**config.mk**
```make
export PLATFORM = sky130hd
export DESIGN_NAME = keyed_wdt
export DESIGN_NICKNAME = d
export VERILOG_FILES = /design/src/rtl/wdt_pkg.sv /design/src/rtl/wdt_prescaler.sv /design/src/rtl/wdt_counter.sv /design/src/rtl/wdt_regif.sv /design/src/rtl/keyed_wdt.sv
export SDC_FILE = /design/constraint.sdc
export NUM_CORES = 1
export LEC_CHECK = 0
export ABC_CLOCK_PERIOD_IN_PS = 5250
export BUFFER_PORTS_ARGS = -buffer_cell sky130_fd_sc_hd__buf_4
export CORE_ASPECT_RATIO = 1.4
export CORE_MARGIN = 2
export CORE_UTILIZATION = 35
export CTS_CLUSTER_SIZE = 24
export DETAILED_ROUTE_END_ITERATION = 10
export SETUP_SLACK_MARGIN = 0.3
export SLEW_MARGIN = 25
export SYNTH_ARGS = -nofsm -noshare
export SYNTH_HDL_FRONTEND = slang
export SYNTH_SLANG_ARGS = --single-unit
```
**constraint.sdc**
```tcl
create_clock -name clk -period 5.25 [get_ports clk]
set_input_delay 1.05 -clock clk [delete_from_list [all_inputs] [get_ports clk]]
set_output_delay 1.05 -clock clk [all_outputs]
set_load 0.05 [all_outputs]
```
**src/rtl/wdt_pkg.sv**
```systemverilog
// Package: shared constants and helpers for the keyed watchdog.
// Assumes a 32-bit data bus and byte offsets for the register addresses.
package wdt_pkg;
    localparam int DATA_W   = 32;
    localparam int CNT_W    = 16;
    localparam int CKS_W    = 3;
    localparam int PS_W     = 10;                 // wide enough for a limit of 1023
    localparam logic [15:0] CNT_GUARD = 16'h5A5A;
    localparam logic [23:0] CTL_GUARD = 24'hA5A5A5;
    localparam int EN_BIT   = 7;
    localparam int BUSY_BIT = 5;
    localparam int EXP_BIT  = 4;

    // Prescale limit (ratio minus one) for a code; code 7 uses the largest ratio.
    function automatic logic [PS_W-1:0] ps_limit(input logic [CKS_W-1:0] code);
        logic [PS_W-1:0] lim;
        case (code)
            3'd0:    lim = PS_W'(0);
            3'd1:    lim = PS_W'(3);
            3'd2:    lim = PS_W'(15);
            3'd3:    lim = PS_W'(31);
            3'd4:    lim = PS_W'(63);
            3'd5:    lim = PS_W'(127);
            default: lim = PS_W'(1023);
        endcase
        return lim;
    endfunction
endpackage

```
**src/rtl/wdt_prescaler.sv**
```systemverilog
// Module: wdt_prescaler
// Produces a one-cycle tick every (limit+1) enabled cycles for the selected
// code. Assumes clr_i pulses for one cycle when the code changes. While the
// timer is disabled the count is held at zero.
module wdt_prescaler
    import wdt_pkg::*;
(
    input  logic             clk,
    input  logic             rst_n,
    input  logic             en_i,
    input  logic [CKS_W-1:0] cks_i,
    input  logic             clr_i,
    output logic             tick_o
);
    logic [PS_W-1:0] pc_q;
    logic [PS_W-1:0] lim;

    // Limit lookup for the current code.
    always_comb lim = ps_limit(cks_i);

    // A tick fires on the last count of an enabled period.
    always_comb tick_o = en_i && (pc_q == lim);

    // Count state: a code change or disable restarts it; it wraps at the limit.
    always_ff @(posedge clk) begin
        if (!rst_n)                      pc_q <= '0;
        else if (clr_i || !en_i)         pc_q <= '0;
        else if (pc_q == lim)            pc_q <= '0;
        else                             pc_q <= pc_q + 1'b1;
    end


    tick_spacing_chk: assert property (@(posedge clk) disable iff (!rst_n)
        (tick_o && lim != '0 && !clr_i) |=> !tick_o);
endmodule

```
**src/rtl/wdt_counter.sv**
```systemverilog
// Module: wdt_counter
// Holds the 16-bit up-counter, the pending reload and its delay window.
// While a reload is pending the counter is frozen. A new reload restarts the
// window. A rollover from all ones raises wrap_now_o in the same cycle and a
// registered pulse one edge later.
module wdt_counter
    import wdt_pkg::*;
#(
    parameter int LOAD_DELAY = 3
) (
    input  logic             clk,
    input  logic             rst_n,
    input  logic             ld_req_i,
    input  logic [CNT_W-1:0] ld_val_i,
    input  logic             tick_i,
    output logic [CNT_W-1:0] cnt_o,
    output logic             busy_o,
    output logic             wrap_now_o,
    output logic             expire_o
);
    localparam int BC_W = $clog2(LOAD_DELAY + 1);
    localparam logic [CNT_W-1:0] CNT_MAX = '1;

    logic [CNT_W-1:0] cnt_q;
    logic [CNT_W-1:0] pend_q;
    logic [BC_W-1:0]  bc_q;
    logic             expire_q;

    // Rollover happens only on a tick with no reload in flight.
    always_comb wrap_now_o = !ld_req_i && (bc_q == '0) && tick_i && (cnt_q == CNT_MAX);

    // Pending value and window countdown for reloads.
    always_ff @(posedge clk) begin
        if (!rst_n) begin
            pend_q <= '0;
            bc_q   <= '0;
        end else if (ld_req_i) begin
            pend_q <= ld_val_i;
            bc_q   <= BC_W'(LOAD_DELAY);
        end else if (bc_q != '0) begin
            bc_q   <= bc_q - 1'b1;
        end
    end

    // Counter: the reload lands at the end of the window, ticks advance otherwise.
    always_ff @(posedge clk) begin
        if (!rst_n)                                  cnt_q <= '0;
        else if (!ld_req_i && bc_q == BC_W'(1))      cnt_q <= pend_q;
        else if (!ld_req_i && bc_q == '0 && tick_i)  cnt_q <= cnt_q + 1'b1;
    end

    // One-cycle expiry pulse registered from the rollover.
    always_ff @(posedge clk) begin
        if (!rst_n) expire_q <= 1'b0;
        else        expire_q <= wrap_now_o;
    end

    assign cnt_o    = cnt_q;
    assign busy_o   = (bc_q != '0);
    assign expire_o = expire_q;


    busy_freeze_chk: assert property (@(posedge clk) disable iff (!rst_n)
        (bc_q > BC_W'(1) && !ld_req_i) |=> $stable(cnt_q));

    idle_hold_chk: assert property (@(posedge clk) disable iff (!rst_n)
        (!ld_req_i && bc_q == '0 && !tick_i) |=> $stable(cnt_q));

    pulse_single_chk: assert property (@(posedge clk) disable iff (!rst_n)
        expire_q |=> !expire_q);

    pulse_zero_chk: assert property (@(posedge clk) disable iff (!rst_n)
        expire_q |-> (cnt_q == '0));
endmodule

```
**src/rtl/wdt_regif.sv**
```systemverilog
// Module: wdt_regif
// Decodes guarded writes, holds the control fields and the expiry flag, and
// drives the read mux. Assumes one bus access per cycle and combinational
// reads. Guard bits always read back as zero.
module wdt_regif
    import wdt_pkg::*;
#(
    parameter int ADDR_W   = 4,
    parameter int CNT_ADDR = 0,
    parameter int CTL_ADDR = 4
) (
    input  logic              clk,
    input  logic              rst_n,
    input  logic [ADDR_W-1:0] addr_i,
    input  logic [DATA_W-1:0] wdata_i,
    input  logic              we_i,
    input  logic [CNT_W-1:0]  cnt_i,
    input  logic              busy_i,
    input  logic              wrap_i,
    output logic [DATA_W-1:0] rdata_o,
    output logic              en_o,
    output logic [CKS_W-1:0]  cks_o,
    output logic              cks_chg_o,
    output logic              ld_req_o,
    output logic [CNT_W-1:0]  ld_val_o
);
    localparam logic [ADDR_W-1:0] A_CNT = ADDR_W'(CNT_ADDR);
    localparam logic [ADDR_W-1:0] A_CTL = ADDR_W'(CTL_ADDR);

    logic             en_q;
    logic [CKS_W-1:0] cks_q;
    logic             exp_q;
    logic             ctl_wr;
    logic             unused_wbits;

    // Guarded write decode for both registers.
    always_comb begin
        ld_req_o = we_i && (addr_i == A_CNT) && (wdata_i[31:16] == CNT_GUARD);
        ctl_wr   = we_i && (addr_i == A_CTL) && (wdata_i[31:8]  == CTL_GUARD);
    end

    assign ld_val_o     = wdata_i[CNT_W-1:0];
    assign cks_chg_o    = ctl_wr && (wdata_i[CKS_W-1:0] != cks_q);
    assign unused_wbits = ^{wdata_i[6:5], wdata_i[3]};

    // Control fields are written only by an accepted control write.
    always_ff @(posedge clk) begin
        if (!rst_n) begin
            en_q  <= 1'b0;
            cks_q <= '0;
        end else if (ctl_wr) begin
            en_q  <= wdata_i[EN_BIT];
            cks_q <= wdata_i[CKS_W-1:0];
        end
    end

    // Expiry flag: set by rollover (takes priority), cleared by writing 0.
    always_ff @(posedge clk) begin
        if (!rst_n)                          exp_q <= 1'b0;
        else if (wrap_i)                     exp_q <= 1'b1;
        else if (ctl_wr && !wdata_i[EXP_BIT]) exp_q <= 1'b0;
    end

    // Read mux with guard bits and reserved bits returned as zero.
    always_comb begin
        rdata_o = '0;
        if (addr_i == A_CNT) begin
            rdata_o[CNT_W-1:0] = cnt_i;
        end else if (addr_i == A_CTL) begin
            rdata_o[EN_BIT]      = en_q;
            rdata_o[BUSY_BIT]    = busy_i;
            rdata_o[EXP_BIT]     = exp_q;
            rdata_o[CKS_W-1:0]   = cks_q;
        end
    end

    assign en_o  = en_q;
    assign cks_o = cks_q;


    bad_guard_ignore_chk: assert property (@(posedge clk) disable iff (!rst_n)
        (we_i && addr_i == A_CTL && wdata_i[31:8] != CTL_GUARD) |=> ($stable(en_q) && $stable(cks_q)));

    exp_sticky_chk: assert property (@(posedge clk) disable iff (!rst_n)
        (exp_q && !(ctl_wr && !wdata_i[EXP_BIT])) |=> exp_q);

    exp_set_chk: assert property (@(posedge clk) disable iff (!rst_n)
        wrap_i |=> exp_q);
endmodule

```
**src/rtl/keyed_wdt.sv**
```systemverilog
// Module: keyed_wdt (top)
// Guarded-write watchdog: register interface, prescaler and 16-bit counter.
// Assumes a single clock and synchronous active-low reset. The expiry output
// is a one-cycle pulse for external reset logic.
module keyed_wdt #(
    parameter int ADDR_W     = 4,
    parameter int CNT_ADDR   = 0,
    parameter int CTL_ADDR   = 4,
    parameter int LOAD_DELAY = 3
) (
    input  logic              clk,
    input  logic              rst_n,
    input  logic [ADDR_W-1:0] bus_addr,
    input  logic [31:0]       bus_wdata,
    input  logic              bus_we,
    output logic [31:0]       bus_rdata,
    output logic              wdt_expire
);
    import wdt_pkg::*;

    logic             en;
    logic [CKS_W-1:0] cks;
    logic             cks_chg;
    logic             ld_req;
    logic [CNT_W-1:0] ld_val;
    logic             tick;
    logic [CNT_W-1:0] cnt;
    logic             busy;
    logic             wrap_now;

    wdt_regif #(.ADDR_W(ADDR_W), .CNT_ADDR(CNT_ADDR), .CTL_ADDR(CTL_ADDR)) u_regif (
        .clk(clk), .rst_n(rst_n), .addr_i(bus_addr), .wdata_i(bus_wdata),
        .we_i(bus_we), .cnt_i(cnt), .busy_i(busy), .wrap_i(wrap_now),
        .rdata_o(bus_rdata), .en_o(en), .cks_o(cks), .cks_chg_o(cks_chg),
        .ld_req_o(ld_req), .ld_val_o(ld_val)
    );

    wdt_prescaler u_ps (
        .clk(clk), .rst_n(rst_n), .en_i(en), .cks_i(cks), .clr_i(cks_chg),
        .tick_o(tick)
    );

    wdt_counter #(.LOAD_DELAY(LOAD_DELAY)) u_cnt (
        .clk(clk), .rst_n(rst_n), .ld_req_i(ld_req), .ld_val_i(ld_val),
        .tick_i(tick), .cnt_o(cnt), .busy_o(busy), .wrap_now_o(wrap_now),
        .expire_o(wdt_expire)
    );
endmodule

```
==> impl_metrics.toml <==
[setup_path]
cp_max_fo = 7
cpMaxStageDelayCell = "o21ai_0"
r2r_slack_ps = 2810
r2r_end = "u_cnt.cnt_o[0]"
slowest_delay_ps = 350
cp_cell_sequence = "buf_4 > nor3_1 > nand2b_1 > o21ai_0 > buf_4"
critical_path.top_delay_family = "simple AND/OR/NAND/NOR gates"
worstPathRequired_ps = 4200
cp-startpoint = "bus_addr[1]"
crit_top_cell = "buf_4"
start_kind = "input port"
arrival_ps = 2380
ff2ff_path_depth = 6
crit_buf_inv = 2
end_kind = "output port"
critPathKind = "input port to output port"
cp_num_cells = 5
reg2reg_from = "u_regif.cks_o[1]"
cp-endpoint = "bus_rdata[1]"

[sta]
slew_headroom_pct = 41.38
fmax_mhz = 291.1
fin_skew_ps = 4.105
period_share_pct = 65.42
finalSetupTns_ps = 0
hold_viol = 0
drv_slew = 0
rsz0062_at_grt = "no"
setup_viol = 0
layout_min_cycle_time_ps = 3435
worstMarginPinSlew_ps = 879.3

[placed_design]
gp_congestion = 0.8797
io_buffers = 55
dp_hpwl_mm = 6.252

[drt]
ant_nets = 0
drc_errors = 0
drt-initial-drc-count = 217
drt_wl_total_mm = 8.125
via_count = 2867
viasPerCell = 5.482
wire_per_inst_um = 15.54
drtPass1Iterations = 4

[cts]
clk_latency_ps = 290
cts_buffer_depth = 2
cts_buffers = 5
clk_pin_slew_ps = 60
htreeDepth = 2
ctsHoldBuffers = 0
cts_setup_buffers = 0
cts_tree = "built"
cts_resized = 0
ctsRootBufferMaster = "clkbuf_16"
clock_sink_count = 50

[die]
die_h_um = 114.0
die_w_um = 82.56
rows = 40
ios = 72
core_area_mm2 = 0.008508
die_area_mm2 = 0.009411
initial_utilization_pct = 35.54

[synthesis]
ys_seq_area_share_pct = 33.10
synthFlopType = "dfxtp_1"
synth_enable_flop_cells = 0
syn_area_per_cell_um2 = 8.129
syn_inst = 372
postSynth.asyncResetShare_pct = 0
synth_warnings = 0
ys_ff_latch = 50
synth.distinct_cells = 64
mappedNetlistArea_mm2 = 0.003024

[layout]
fin_nets = 460
drive_gt1_share_pct = 19.62
antenna_cells = 0
regArea_mm2 = 0.001001
area_delta_synth_final_pct = 18.66
mostFrequentLayoutCell = "buf_4"
mostFrequentLayoutCells = "buf_4 (59), nand2_1 (51), dfxtp_1 (50)"
multi_input_area_mm2 = 0.001817
fill_cells = 897
utilization_pct = 42.18

[power]
power_mw = 1.058
p_leak_nw = 1.427
peakVddDrop_mv = 0.1529
powerDensity_mw_per_mm2 = 294.8

[grt]
grt_pass1_vias = 2803
antenna_found_initial = 0
grt.overflow.total = 0
grt_first_pass_wirelength_mm = 13.59
grtUsageTotal_pct = 18.51
grt_max_degree = 26

[hold_path]
min_path_type = "flip-flop to flip-flop"

[run_status]
outcome = "complete, no violations"

[run]
max-cap-violations = 0
==> cell usage after synthesis (5+ instances only) <==
library cell	number	area, µm²
nor2_1	30	112.6
xor2_1	9	78.83
and2_1	15	93.84
nand4_1	11	68.82
a31oi_1	6	37.54
inv_1	8	30.03
nand2b_1	5	31.28
buf_4	17	127.6
nand2_1	51	191.4
nand3_1	14	70.07
nor4_1	6	37.54
and3_1	10	62.56
o21ai_0	12	60.06
clkbuf_1	10	37.54
nor3_1	11	55.05
mux2i_1	5	50.05
a21oi_1	22	110.1
dfxtp_1	50	1001
==> cell families (layout without fill, tap and decap cells) <==
| family | after synthesis | count (layout) | synth area share, % |
|---|---|---|---|
| AOI/OAI and AO/OA | 77 | 77 | 19.03 |
| DFF | 50 | 50 | 33.10 |
| xor gates and xnor gates | 12 | 12 | 3.476 |
| other | 1 | 16 | 0.1240 |
| buffers and inverters | 45 | 76 | 8.895 |
| and+or+nand+nor | 177 | 177 | 31.69 |
| adders and majority gates | 4 | 4 | 1.655 |
| muxes | 6 | 6 | 2.027 |
==> power breakdown <==
| part | total (mW) | leakage, nW | switching (mW) | internal [mW] |
|---|---|---|---|---|
| logic | 0.252 | 0.944 | 0.154 | 0.0983 |
| clock network | 0.363 | 0.0781 | 0.137 | 0.225 |
| registers | 0.443 | 0.404 | 0.0296 | 0.413 |
| total | 1.06 | 1.43 | 0.321 | 0.737 |
==> final cells by class <==
class / instances / area share [%]
flip-flops and latches: 50 / 27.89
clock inverters: 1 / 0.8368
repair buffers: 59 / 12.34
inverters: 9 / 0.9414
multi-input cells: 292 / 50.63
well taps: 105 / 3.661
clock buffers: 7 / 3.696
==> stage by stage <==
stage,hold slack (ps),setup WS (ps),cell area [µm²],std cells
2_1_floorplan,425.8,1555,3080,387
3_3_place_gp,436.1,1811,3426,515
3_5_place_dp,448.1,1696,3426,515
4_1_cts,457.1,1814,3588,523
5_1_grt,479.4,1676,3588,523
6_report,454.0,1815,3588,523
==> worst reg2reg max path, delay by kind of cell (launching register included) <==
family	cells	cell delay, ps
AOI/OAI and AO/OA	3	650
DFF	1	630
and+or+nand+nor	3	1060
==> how the worst min path moves through the flow <==
stage                                start          endpoint  slack (ps)  cells after the start
after floorplan               u_ps.pc_q[0]      u_ps.pc_q[0]         430                      1
after global placement        u_ps.pc_q[0]      u_ps.pc_q[0]         440                      1
after detailed placement   u_cnt.pend_q[2]   u_cnt.pend_q[2]         450                      2
after CTS                  u_cnt.pend_q[2]   u_cnt.pend_q[2]         460                      2
after global routing      u_cnt.pend_q[10]  u_cnt.pend_q[10]         480                      2
final                     u_cnt.pend_q[11]  u_cnt.pend_q[11]         450                      2
==> sequential cells by signal (all words and copies together), names as in the netlist <==
register	cells
u_cnt.bc_q	2
u_cnt.expire_o	1
u_cnt.pend_q	16
u_regif.cks_o	3
u_cnt.cnt_o	16
u_regif.exp_q	1
u_ps.pc_q	10
u_regif.en_o	1
==> metal layers <==
| layer | vias up | share of wire, % | GRT usage (%) |
|---|---|---|---|
| li1 | 1407 | - | - |
| met1 | 1340 | 42 | 23.96 |
| met3 | 19 | 5.3 | 2.927 |
| met4 | 0 | 2.9 | 7.650 |
| met5 | - | 0 | 0 |
| met2 | 101 | 50 | 30.22 |
Note: power is estimated with default switching activity, not from simulation.
